File: src/rtl/evt_fanout_pkg.sv
package evt_fanout_pkg;
   localparam int NSTREAM = 4;
   typedef enum logic {ST_IDLE = 1'b0, ST_BODY = 1'b1} dist_state_t;
endpackage

File: src/rtl/evt_stream_fifo.sv
module evt_stream_fifo #(
   parameter int W     = 34,
   parameter int DEPTH = 16,
   localparam int AW   = $clog2(DEPTH),
   localparam int LW   = $clog2(DEPTH + 1)
) (
   input  logic          clk,
   input  logic          rst_n,
   input  logic          push,
   input  logic [W-1:0]  wdata,
   input  logic          pop,
   output logic          rvalid,
   output logic [W-1:0]  rdata,
   output logic [LW-1:0] level
);
   if ((1 << AW) != DEPTH) begin : g_bad_depth
      $error("evt_stream_fifo: DEPTH must be a power of two");
   end

   logic [W-1:0]  mem [DEPTH];
   logic [AW-1:0] wp_q, rp_q;
   logic [LW-1:0] lvl_q;

   always_ff @(posedge clk) begin
      if (push) mem[wp_q] <= wdata;
   end

   always_ff @(posedge clk or negedge rst_n) begin
      if (!rst_n) begin
         wp_q  <= '0;
         rp_q  <= '0;
         lvl_q <= '0;
      end else begin
         if (push) wp_q <= wp_q + 1'b1;
         if (pop)  rp_q <= rp_q + 1'b1;
         if (push && !pop)      lvl_q <= lvl_q + 1'b1;
         else if (pop && !push) lvl_q <= lvl_q - 1'b1;
      end
   end

   assign rvalid = (lvl_q != '0);
   assign rdata  = mem[rp_q];
   assign level  = lvl_q;

   AST_NO_OVERFLOW: assert property (@(posedge clk) disable iff (!rst_n)
      push |-> (lvl_q != LW'(DEPTH)));
   AST_NO_UNDERFLOW: assert property (@(posedge clk) disable iff (!rst_n)
      pop |-> rvalid);
   AST_LEVEL_UP: assert property (@(posedge clk) disable iff (!rst_n)
      (push && !pop) |=> (level == $past(level) + 1'b1));
endmodule

File: src/rtl/evt_stream_sel.sv
module evt_stream_sel #(
   parameter int HW     = 8,
   parameter int PW     = 8,
   parameter bit PRE_EN = 1'b1
) (
   input  logic          clk,
   input  logic          rst_n,
   input  logic          cfg_we,
   input  logic          cfg_filt_en,
   input  logic          cfg_pre_en,
   input  logic [HW-1:0] cfg_mask,
   input  logic [HW-1:0] cfg_match,
   input  logic [PW-1:0] cfg_ratio,
   input  logic          boundary,
   input  logic          hdr_take,
   input  logic [HW-1:0] hdr_tag,
   output logic          accept
);
   logic          pend_q, s_fen_q, s_pen_q, fen_q, pen_q;
   logic [HW-1:0] s_mask_q, s_match_q, mask_q, match_q;
   logic [PW-1:0] s_ratio_q, ratio_q;
   logic          apply, filt_ok, pre_hit;

   assign apply   = pend_q && boundary;
   assign filt_ok = !fen_q || (((hdr_tag ^ match_q) & mask_q) == '0);
   assign accept  = filt_ok && (!pen_q || pre_hit);

   always_ff @(posedge clk or negedge rst_n) begin
      if (!rst_n) begin
         pend_q <= 1'b0; s_fen_q <= 1'b0; s_pen_q <= 1'b0;
         s_mask_q <= '0; s_match_q <= '0; s_ratio_q <= '0;
         fen_q <= 1'b0; pen_q <= 1'b0;
         mask_q <= '0; match_q <= '0; ratio_q <= '0;
      end else begin
         if (cfg_we) begin
            pend_q    <= 1'b1;
            s_fen_q   <= cfg_filt_en;
            s_pen_q   <= cfg_pre_en;
            s_mask_q  <= cfg_mask;
            s_match_q <= cfg_match;
            s_ratio_q <= cfg_ratio;
         end else if (apply) begin
            pend_q <= 1'b0;
         end
         if (apply) begin
            fen_q   <= s_fen_q;
            pen_q   <= s_pen_q && PRE_EN;
            mask_q  <= s_mask_q;
            match_q <= s_match_q;
            ratio_q <= s_ratio_q;
         end
      end
   end

   if (PRE_EN) begin : g_pre
      logic [PW-1:0] pcnt_q;
      assign pre_hit = ({1'b0, pcnt_q} + 1'b1) >= {1'b0, ratio_q};
      always_ff @(posedge clk or negedge rst_n) begin
         if (!rst_n)                           pcnt_q <= '0;
         else if (apply)                       pcnt_q <= '0;
         else if (hdr_take && pen_q && filt_ok) pcnt_q <= pre_hit ? '0 : pcnt_q + 1'b1;
      end
      AST_PCNT_BELOW_RATIO: assert property (@(posedge clk) disable iff (!rst_n)
         (ratio_q > PW'(1)) |-> (pcnt_q < ratio_q));
   end else begin : g_nopre
      assign pre_hit = 1'b1;
   end
endmodule

File: src/rtl/evt_fanout.sv
module evt_fanout #(
   parameter int DW        = 32,
   parameter int EW        = 8,
   parameter int HW        = 8,
   parameter int PW        = 8,
   parameter int DEPTH     = 16,
   parameter int MAX_WORDS = 8,
   localparam int NS       = evt_fanout_pkg::NSTREAM,
   localparam int LW       = $clog2(DEPTH + 1),
   localparam int FW       = DW + 2
) (
   input  logic             clk,
   input  logic             rst_n,
   input  logic             in_valid,
   output logic             in_ready,
   input  logic [DW-1:0]    in_data,
   input  logic             in_sop,
   input  logic             in_eop,
   input  logic             cfg_we,
   input  logic [1:0]       cfg_stream,
   input  logic             cfg_filt_en,
   input  logic             cfg_pre_en,
   input  logic [HW-1:0]    cfg_mask,
   input  logic [HW-1:0]    cfg_match,
   input  logic [PW-1:0]    cfg_ratio,
   output logic [NS-1:0]    out_valid,
   input  logic [NS-1:0]    out_pop,
   output logic [NS*DW-1:0] out_data,
   output logic [NS-1:0]    out_sop,
   output logic [NS-1:0]    out_eop,
   output logic [NS*LW-1:0] out_level,
   output logic             evn_err,
   output logic [EW-1:0]    evn_err_num
);
   import evt_fanout_pkg::*;

   if (EW + HW > DW) begin : g_bad_hdr
      $error("evt_fanout: header fields exceed word width");
   end
   if (MAX_WORDS > DEPTH || MAX_WORDS < 1) begin : g_bad_max
      $error("evt_fanout: MAX_WORDS must lie in 1..DEPTH");
   end

   dist_state_t   state_q;
   logic [NS-1:0] acc_now, acc_q, room, push;
   logic [EW-1:0] exp_q, num_q;
   logic          err_q, idle, room_ok, take, hdr_take, boundary;
   logic [HW-1:0] hdr_tag;
   logic [EW-1:0] hdr_evn;

   assign idle     = (state_q == ST_IDLE);
   assign hdr_tag  = in_data[EW +: HW];
   assign hdr_evn  = in_data[EW-1:0];
   assign room_ok  = &(~acc_now | room);
   assign in_ready = idle ? (!in_sop || room_ok) : 1'b1;
   assign take     = in_valid && in_ready;
   assign hdr_take = take && idle && in_sop;
   assign boundary = idle && !hdr_take;

   for (genvar s = 0; s < NS; s++) begin : g_stream
      logic [LW-1:0] lvl;
      logic [FW-1:0] head;

      evt_stream_sel #(.HW(HW), .PW(PW), .PRE_EN(1'b1)) u_sel (
         .clk(clk), .rst_n(rst_n),
         .cfg_we(cfg_we && (cfg_stream == 2'(s))),
         .cfg_filt_en(cfg_filt_en), .cfg_pre_en(cfg_pre_en),
         .cfg_mask(cfg_mask), .cfg_match(cfg_match), .cfg_ratio(cfg_ratio),
         .boundary(boundary), .hdr_take(hdr_take), .hdr_tag(hdr_tag),
         .accept(acc_now[s])
      );

      assign room[s] = (lvl <= LW'(DEPTH - MAX_WORDS));
      assign push[s] = hdr_take ? acc_now[s] : (take && !idle && acc_q[s]);

      evt_stream_fifo #(.W(FW), .DEPTH(DEPTH)) u_fifo (
         .clk(clk), .rst_n(rst_n),
         .push(push[s]), .wdata({in_sop, in_eop, in_data}),
         .pop(out_pop[s]), .rvalid(out_valid[s]), .rdata(head), .level(lvl)
      );

      assign out_data[s*DW +: DW]  = head[DW-1:0];
      assign out_eop[s]            = head[DW];
      assign out_sop[s]            = head[DW+1];
      assign out_level[s*LW +: LW] = lvl;
   end

   always_ff @(posedge clk or negedge rst_n) begin
      if (!rst_n) begin
         state_q <= ST_IDLE;
         acc_q   <= '0;
      end else if (hdr_take && !in_eop) begin
         state_q <= ST_BODY;
         acc_q   <= acc_now;
      end else if (!idle && take && in_eop) begin
         state_q <= ST_IDLE;
      end
   end

   always_ff @(posedge clk or negedge rst_n) begin
      if (!rst_n) begin
         exp_q <= '0;
         err_q <= 1'b0;
         num_q <= '0;
      end else if (hdr_take) begin
         exp_q <= hdr_evn + 1'b1;
         if (hdr_evn != exp_q) begin
            err_q <= 1'b1;
            num_q <= hdr_evn;
         end
      end
   end

   assign evn_err     = err_q;
   assign evn_err_num = num_q;

   AST_ERR_STICKY: assert property (@(posedge clk) disable iff (!rst_n)
      $past(evn_err) |-> evn_err);
   AST_HOLD_DECISION: assert property (@(posedge clk) disable iff (!rst_n)
      (!idle && $past(state_q == ST_BODY)) |-> $stable(acc_q));
   AST_BODY_READY: assert property (@(posedge clk) disable iff (!rst_n)
      !idle |-> in_ready);
endmodule

File: config.mk
export PLATFORM = sky130hd
export DESIGN_NAME = evt_fanout
export DESIGN_NICKNAME = d
export VERILOG_FILES = /design/src/rtl/evt_fanout_pkg.sv /design/src/rtl/evt_stream_fifo.sv /design/src/rtl/evt_stream_sel.sv /design/src/rtl/evt_fanout.sv
export SDC_FILE = /design/constraint.sdc
export NUM_CORES = 2
export LEC_CHECK = 0
export BUFFER_PORTS_ARGS = -buffer_cell sky130_fd_sc_hd__buf_2
export CORE_MARGIN = 2
export CORE_UTILIZATION = 57
export DETAILED_ROUTE_END_ITERATION = 12
export HOLD_SLACK_MARGIN = 0.03
export PLACE_DENSITY = 0.74
export REMOVE_ABC_BUFFERS = 1
export SLEW_MARGIN = 10
export SYNTH_ARGS = -nofsm -noshare
export SYNTH_HDL_FRONTEND = slang
export SYNTH_SLANG_ARGS = --single-unit
export TNS_END_PERCENT = 30
File: constraint.sdc
create_clock -name clk -period 7.64 [get_ports clk]
set_input_delay 0.382 -clock clk [delete_from_list [all_inputs] [get_ports clk]]
set_output_delay 0.382 -clock clk [all_outputs]
set_load 0.02 [all_outputs]
* Yosys cells after proc, flatten, opt, wreduce, memory -nomap -nowiden
Memories as Yosys holds them, arrays and structs flattened.
Index checks and enable logic that the tools add are counted.
** Operators by class
- Add/subtract/negate cells :: 25
- Multipliers :: 0
- Div/mod/pow operators :: 0
- Magnitude comparators :: 8
- Equal/unequal tests :: 4
- Shift-type cells :: 0
- Multiplexer cells :: 43
- Bitwise operators :: 11
- Reductions and logical operators :: 91
** Operator list (count)
- 2-to-1 mux 8 bit :: 12
- adder 8 x 1 -> 8 bit (second input constant) :: 5
- 2-to-1 mux 5 bit :: 8
- logical AND 1 bit :: 39
- adder 8 x 1 -> 9 bit (second input constant) :: 4
- >= comparator 9 x 8 -> 1 bit :: 4
- adder 4 x 1 -> 4 bit (second input constant) :: 8
- AND 8 bit :: 4
- zero test 8 bit :: 4
- bitwise XOR 8 bit :: 4
- nonzero test 2 bit :: 13
- 2-to-1 mux 1 bit :: 23
- adder 5 x 1 -> 5 bit (second input constant) :: 4
- <= comparator 5 x 4 -> 1 bit (second input constant) :: 4
- nonzero test 5 bit :: 4
- subtractor 5 x 1 -> 5 bit (second input constant) :: 4
- zero test 1 bit :: 19
- logical OR 1 bit :: 9
- inequality test 8 bit :: 1
- == test 2 bit (second input constant) :: 2
- inverter 4 bit :: 1
- bitwise OR 4 bit :: 1
- AND reduction 4 bit :: 1
- == test 2 x 1 -> 1 bit (second input constant) :: 1
- 3 further kinds :: 3
** Storage, ports and cells
- Bits in registers :: 318
- Latch bits :: 0
- Bits in writable memories :: 2176
- ROM bits :: 0
- Bits of input ports :: 70
- Output and inout port bits :: 170
- Logic and storage cells :: 251
- Memories :: 4
** Memories
- g_stream[0].u_fifo.mem :: words 16, width 34, rd ports 1, clocked after Yosys merged registers in 0, wr ports 1, RTL line evt_stream_fifo.sv:20 : logic [W-1:0] mem [DEPTH];
- g_stream[1].u_fifo.mem :: words 16, width 34, rd ports 1, clocked after Yosys merged registers in 0, wr ports 1, RTL line evt_stream_fifo.sv:20
- g_stream[2].u_fifo.mem :: words 16, width 34, rd ports 1, clocked after Yosys merged registers in 0, wr ports 1, RTL line evt_stream_fifo.sv:20
- g_stream[3].u_fifo.mem :: words 16, width 34, rd ports 1, clocked after Yosys merged registers in 0, wr ports 1, RTL line evt_stream_fifo.sv:20

* Logic depth before layout (Yosys ltp)
- Depth in word-level cells :: 18
- Mapped depth :: 22
- Mapped depth without buffers :: 20

* Hierarchy
A second synthesis with hierarchy kept.
** Unflattened totals
- Cells, all modules :: 4665
- Area total of the unflattened synthesis :: 96929.2 µm²
** By module, submodules not included
- evt_stream_fifo :: instances 4, cells an instance 927, area each 21154.0 µm², sequential area each 16661.0 µm²
- evt_stream_sel at g_stream[0].u_sel ... :: instances 3, cells an instance 211, area each 2766.4 µm², sequential area each 1526.5 µm²
- evt_stream_sel at g_stream[3].u_sel :: instances 1, cells an instance 211, area each 2761.4 µm², sequential area each 1526.5 µm²
- evt_fanout :: instances 1, cells an instance 113, area each 1252.5 µm², sequential area each 550.5 µm²

* Worst setup path after synthesis
No wires, ideal clock.
- Kind :: flip-flop to flip-flop
- Start :: register g_stream[0].u_sel.g_pre.pcnt_q[0]
- End :: memory g_stream[2].u_fifo.mem[11][0], enable pin
- Setup time :: 0.467 ns
- Arrival time :: 5.409 ns
- Data required time :: 7.173 ns
- Setup slack :: 1.764 ns
- Stages on the path, launching flop included :: 14
- Path buffers :: 1
- Period minus slack after synthesis :: 5.876 ns
- Cells stage by stage :: dfrtp_1 -> ha_1 -> and3_1 -> nand3_1 -> xnor2_1 -> ha_1 -> a211oi_1 -> nand2_1 -> a211o_1 -> o211a_2 -> nor4b_2 -> a21oi_2 -> clkbuf_1 -> nor3_1
** On the way
- Word-level cells in the longest chain between the ends :: 15
- Elaborated cells between the ends (all ways) :: 17
- Classes of those cells :: add/sub (1); order compare (1); mux (4); bitwise (2); reduce/logical (9)
** RTL lines
- start, declared :: RTL line evt_stream_sel.sv:56 : logic [PW-1:0] pcnt_q;
- start signal, assigned :: RTL line evt_stream_sel.sv:61 : else if (hdr_take && pen_q && filt_ok) pcnt_q <= pre_hit ? '0 : pcnt_q + 1'b1;
- adder 8 x 1 -> 9 bit (*) :: RTL line evt_stream_sel.sv:57 : assign pre_hit = ({1'b0, pcnt_q} + 1'b1) >= {1'b0, ratio_q};
- >= comparator 9 x 8 -> 1 bit (*) :: RTL line evt_stream_sel.sv:57
- logical OR 1 bit (*) :: RTL line evt_stream_sel.sv:26 : assign accept = filt_ok && (!pen_q || pre_hit);
- logical AND 1 bit (*) :: RTL line evt_stream_sel.sv:26
- inverter 4 bit (*) :: RTL line evt_fanout.sv:54 : assign room_ok = &(~acc_now | room);
- bitwise OR 4 bit (*) :: RTL line evt_fanout.sv:54
- AND reduction 4 bit (*) :: RTL line evt_fanout.sv:54
- logical OR 1 bit (*) :: RTL line evt_fanout.sv:55 : assign in_ready = idle ? (!in_sop || room_ok) : 1'b1;
- 2-to-1 mux 1 bit (*) :: RTL line evt_fanout.sv:55
- logical AND 1 bit (*) :: RTL line evt_fanout.sv:56 : assign take = in_valid && in_ready;
- logical AND 1 bit, on equally long branches (2 in a row) :: RTL line evt_fanout.sv:74, evt_fanout.sv:57
- 2-to-1 mux 1 bit (*) :: RTL line evt_fanout.sv:74 : assign push[s] = hdr_take ? acc_now[s] : (take && !idle && acc_q[s]);
- 2-to-1 mux 1 bit (*) :: RTL line evt_stream_fifo.sv:25 : if (push) mem[wp_q] <= wdata;
- 2-to-1 mux 1 bit (not written as such) (*) :: RTL line evt_stream_fifo.sv:25
- end, declared :: RTL line evt_stream_fifo.sv:20
Every way passes the cells marked *; elsewhere a longest branch is shown, timed or not.

* Worst setup path after layout
- Start :: register g_stream[1].u_sel.g_pre.pcnt_q[2]
- End :: register g_stream[2].u_fifo.lvl_q[4]
** On the way
- Word-level cells in the longest chain between the ends :: 16
- Elaborated cells between the ends (all ways) :: 20
- Classes of those cells :: add/sub (1); order compare (1); mux (3); bitwise (2); reduce/logical (13)
** RTL lines
- start, declared :: RTL line evt_stream_sel.sv:56
- start signal, assigned :: RTL line evt_stream_sel.sv:61
- adder 8 x 1 -> 9 bit (*) :: RTL line evt_stream_sel.sv:57
- >= comparator 9 x 8 -> 1 bit (*) :: RTL line evt_stream_sel.sv:57
- logical OR 1 bit (*) :: RTL line evt_stream_sel.sv:26
- logical AND 1 bit (*) :: RTL line evt_stream_sel.sv:26
- inverter 4 bit (*) :: RTL line evt_fanout.sv:54
- bitwise OR 4 bit (*) :: RTL line evt_fanout.sv:54
- AND reduction 4 bit (*) :: RTL line evt_fanout.sv:54
- logical OR 1 bit (*) :: RTL line evt_fanout.sv:55
- 2-to-1 mux 1 bit (*) :: RTL line evt_fanout.sv:55
- logical AND 1 bit (*) :: RTL line evt_fanout.sv:56
- logical AND 1 bit, on equally long branches (2 in a row) :: RTL line evt_fanout.sv:74, evt_fanout.sv:57
- 2-to-1 mux 1 bit (*) :: RTL line evt_fanout.sv:74
- named net g_stream[2].u_fifo.push :: RTL line evt_stream_fifo.sv:9 : input logic push,
- zero test 1 bit :: RTL line evt_stream_fifo.sv:37 : else if (pop && !push) lvl_q <= lvl_q - 1'b1;
- logical AND 1 bit :: RTL line evt_stream_fifo.sv:37
- nonzero test 2 bit (no line)
- end signal, assigned :: RTL line evt_stream_fifo.sv:36 : if (push && !pop) lvl_q <= lvl_q + 1'b1;
- end signal, assigned :: RTL line evt_stream_fifo.sv:37
- end, declared :: RTL line evt_stream_fifo.sv:22 : logic [LW-1:0] lvl_q;
Mark *: on every way through the listed nets, which the timed path passes. The rest lies on a longest branch.
A chain may end at the register's enable or synchronous reset.

==> reports/results.md <==
* worst hold path class: in -> reg
* detailed router's first-iteration violation count: 5656
* number of CTS-inserted buffers: 232
* post-synthesis instance area: 97250 um2
* TritonCTS clock tree: built
* #FFs+latches synth: 2494
* final worst clock skew: 0.04129 ns
* initial core utilization: 57.39%
* data arrival time of the worst path: 6.14 ns
* HPWL after detailed placement: 122900 um
* via count of the first global-routing pass: 47650
* maximum achievable frequency: 184.3 MHz
* dominant register cell in the synthesized netlist: sky130_fd_sc_hd__edfxtp_1
* maximum level of the CTS H-tree: 4
* die height: 417.1 um
* RD Place Congestion: 0.8260
* detailed-route vias per instance: 6.419
* post-cts gate resize count: 0
* worst relative slew slack: 20.00%
* I/O pin total: 240
* hold violation total from the final report: 0
* Layout Area Growth over Synthesis: 12.83%
* net total in the final layout: 4909
* source-to-sink clock delay at the later pin of the worst-skew pair: 0.88 ns
* count of nets left with antenna violations after detail routing: 0
* number of cells in the finished layout apart from fillers: 7189
* cell count after synthesis: 4356
* total met3 wirelength after detailed routing: 17060 um
* Placement Cell Area: 101600 um2
* count of final max-slew check failures: 0
* number of max-cap violations: 0
* critical path launch point type: flip-flop
* highest signal layer in the routed design: met5
* leakage dissipation: 0.03645 uW
* root buffer cell: sky130_fd_sc_hd__clkbuf_16
* length of the first detailed-routing pass in iterations: 5
* Synth warnings: 0
* largest driver fanout on the critical path: 19
* std cell rows: 151
* total met2 wirelength after detailed routing: 114400 um
* via count of the routed design: 46140
* final total negative setup slack: 0 ns
* width of the die: 417.1 um
* CTS clock-pin slew for the worst setup and hold paths: 0.06 ns
* Max Root-Sink Buffers: 3
* final cell utilization of the core: 64.75%
* status: finished clean
* count of final setup violators: 0
* Mapped Avg Cell Area: 22.33 um2
* number of placed cells counting well taps: 6712
* number of antenna violations at the first check in global routing: 11
* final WL: 224200 um
* final clock period utilization by the worst path: 71.01%
* Core Footprint: 169500 um2
* type of the worst setup path: reg -> reg
* number of enable-type register cells in the synthesized netlist: 2176
* Num Clock Sinks: 2494
* largest net degree at the start of global routing: 175
* aggregate global routing overflow: 0
* number of fill cells in the layout: 10690
* final critical path time including I/O delays and setup: 5.425 ns
* count of input and output buffers: 239
* number of buffers inserted for hold repair after clock tree synthesis: 34
* required time at the worst-slack endpoint: 8.35 ns
* VDD IR max: 0.3081 mV
* power density normalized to cell area: 360.3 nW/um2
* wire length of the first global-routing pass: 328200 um
* Die Outline Area: 173900 um2
* DRC errors left: 0
* Seq/Total Area, Yosys: 75.37%
* proportion of register bits with asynchronous set or reset after synthesis: 12.75%
* count of unique library cells instantiated by Yosys: 73
* fraction of layout cells with a size suffix above 1: 33.60%
* GRT Util Overall: 26.19%
* nature of the critical path endpoint: flip-flop
* Least-Margin Pin Slew: 1.200 ns
* setup repair after global routing missed its margin: no
* M1 wire length: 85510 um
* detail-routed net length per standard cell: 31.18 um
* post-CTS setup buffer count: 0
* cell area after layout: 109700 um2
==> sequential cells by signal, summed over array words and instances (netlist names), 4 cells and up <==
| signal | flops |
|---|---|
| g_stream.u_sel.ratio_q | 32 |
| g_stream.u_sel.s_ratio_q | 32 |
| exp_q | 8 |
| g_stream.u_sel.match_q | 32 |
| g_stream.u_sel.g_pre.pcnt_q | 32 |
| g_stream.u_sel.s_mask_q | 32 |
| g_stream.u_sel.pen_q | 4 |
| evn_err_num | 8 |
| g_stream.u_fifo.level | 20 |
| g_stream.u_sel.s_fen_q | 4 |
| acc_q | 4 |
| g_stream.u_fifo.mem | 2176 |
| g_stream.u_fifo.rp_q | 16 |
| g_stream.u_sel.pend_q | 4 |
| g_stream.u_sel.fen_q | 4 |
| g_stream.u_sel.s_match_q | 32 |
| g_stream.u_sel.mask_q | 32 |
| g_stream.u_fifo.wp_q | 16 |
| g_stream.u_sel.s_pen_q | 4 |
==> path summary, 6_finish.rpt <==
kind                                                    from                       endpoint  slack [ns]  depth (start not counted)
max in group asynchronous                              rst_n     g_stream[2].u_fifo.rp_q[1]        5.95                          3
min in group asynchronous                              rst_n    g_stream[1].u_fifo.level[2]        0.15                          2
min                                              in_data[28]  g_stream[3].u_fifo.mem[1][28]        0.10                          1
max                        g_stream[1].u_sel.g_pre.pcnt_q[2]    g_stream[2].u_fifo.level[4]        2.22                         20
max reg2reg                g_stream[1].u_sel.g_pre.pcnt_q[2]    g_stream[2].u_fifo.level[4]        2.22                         20
min reg2reg                                          evn_err                        evn_err        0.46                          1
==> critical path, cell delays in order (launching register included) <==
cell and delay, ns:
sky130_fd_sc_hd__dfrtp_1 0.43, sky130_fd_sc_hd__and2_1 0.22, sky130_fd_sc_hd__nand4_1 0.22, sky130_fd_sc_hd__nor2_1 0.18, sky130_fd_sc_hd__xor2_1 0.11, sky130_fd_sc_hd__ha_1 0.28
sky130_fd_sc_hd__o21ai_1 0.05, sky130_fd_sc_hd__nor2_1 0.18, sky130_fd_sc_hd__o2111ai_1 0.38, sky130_fd_sc_hd__a311oi_2 0.62, sky130_fd_sc_hd__nor4b_2 0.21, sky130_fd_sc_hd__a21oi_4 0.85
sky130_fd_sc_hd__inv_1 0.15, sky130_fd_sc_hd__ha_1 0.26, sky130_fd_sc_hd__inv_1 0.14, sky130_fd_sc_hd__ha_1 0.29, sky130_fd_sc_hd__a21o_1 0.19, sky130_fd_sc_hd__a21oi_1 0.16
sky130_fd_sc_hd__xnor2_1 0.13, sky130_fd_sc_hd__nor2_1 0.06, sky130_fd_sc_hd__xor2_1 0.15
==> final cells by class <==
class	instances	area (um2)	share of cell area [%]
Antenna cell	4	10.01	0.009122
Clock buffer	301	6238	5.685
Inverter	62	232.7	0.2121
Sequential cell	2494	73340	66.83
Multi-Input combinational cell	1587	23150	21.09
Timing Repair Buffer	385	2432	2.217
Tap cell	2218	2775	2.529
Clock inverter	138	1558	1.420
==> placed cells by master, fill, tap and decap left out, types with 52 or more instances in the layout <==
cell and n:
sky130_fd_sc_hd__edfxtp_1 2176, sky130_fd_sc_hd__mux4_2 680, sky130_fd_sc_hd__dfrtp_1 302, sky130_fd_sc_hd__clkbuf_16 235, sky130_fd_sc_hd__buf_2 235, sky130_fd_sc_hd__mux2_2 188
sky130_fd_sc_hd__buf_4 112, sky130_fd_sc_hd__ha_1 73, sky130_fd_sc_hd__nand2_1 64, sky130_fd_sc_hd__inv_1 62, sky130_fd_sc_hd__o21ai_0 60, sky130_fd_sc_hd__xnor2_1 56
sky130_fd_sc_hd__clkbuf_1 55, sky130_fd_sc_hd__xor2_1 52
==> power by group <==
| part | total (uW) | switching (uW) | internal [uW] | leakage (uW) |
|---|---|---|---|---|
| Clock | 11800 | 4990 | 6780 | 0.00381 |
| Combinational | 11000 | 5760 | 5220 | 0.00926 |
| Sequential | 16800 | 1210 | 15600 | 0.0234 |
==> metal layers <==
metal	vias up	track usage [%]
li1	19000	-
met2	2090	43.63
met4	4	8.223
met5	-	0
met3	330	3.912
met1	24720	36.27
==> cell families (layout without fill, tap and decap cells) <==
logic type,after synthesis,after routing,share of synthesized area (%)
flops,2494,2494,75.37
mux,915,915,18.46
simple gates,294,294,1.657
buf+inv,275,886,1.122
compound gates,193,193,1.393
xor+xnor,108,108,0.9726
fa+ha+maj,77,77,1.022
other cells,0,4,0
==> Yosys cell counts, drive strengths merged (8+ instances only) <==
cell type / n / area [um2]
a21o: 17 / 127.6
nand3: 35 / 175.2
mux4: 680 / 15310
and3: 38 / 237.7
xnor2: 56 / 490.5
a21oi: 45 / 229.0
nand4: 25 / 156.4
a22oi: 8 / 60.06
or4b: 9 / 90.09
dfrtp: 318 / 7958
edfxtp: 2176 / 65340
nor2b: 15 / 93.84
nand2: 64 / 240.2
mux2: 232 / 2613
inv: 62 / 232.7
a22o: 8 / 70.07
o21ai: 63 / 319.1
ha: 73 / 913.4
nor3: 12 / 65.06
buf: 95 / 415.4
clkbuf: 118 / 442.9
a211oi: 9 / 135.1
xor2: 52 / 455.4
and2: 8 / 50.05
nor2: 42 / 165.2
or3: 13 / 81.33
==> stage by stage <==
stage / total power, uW / hold slack (ns) / setup slack, ns
finish: 39540 / 0.1029 / 2.215
global route: 40950 / 0.08385 / 1.812
CTS: 39890 / 0.04434 / 2.232
detailed placement: 28170 / 0.4546 / 2.046
global placement: 28010 / 0.4449 / 2.161
floorplan: 25320 / 0.08641 / 0.7641
Power figures use the tool's default switching activity.
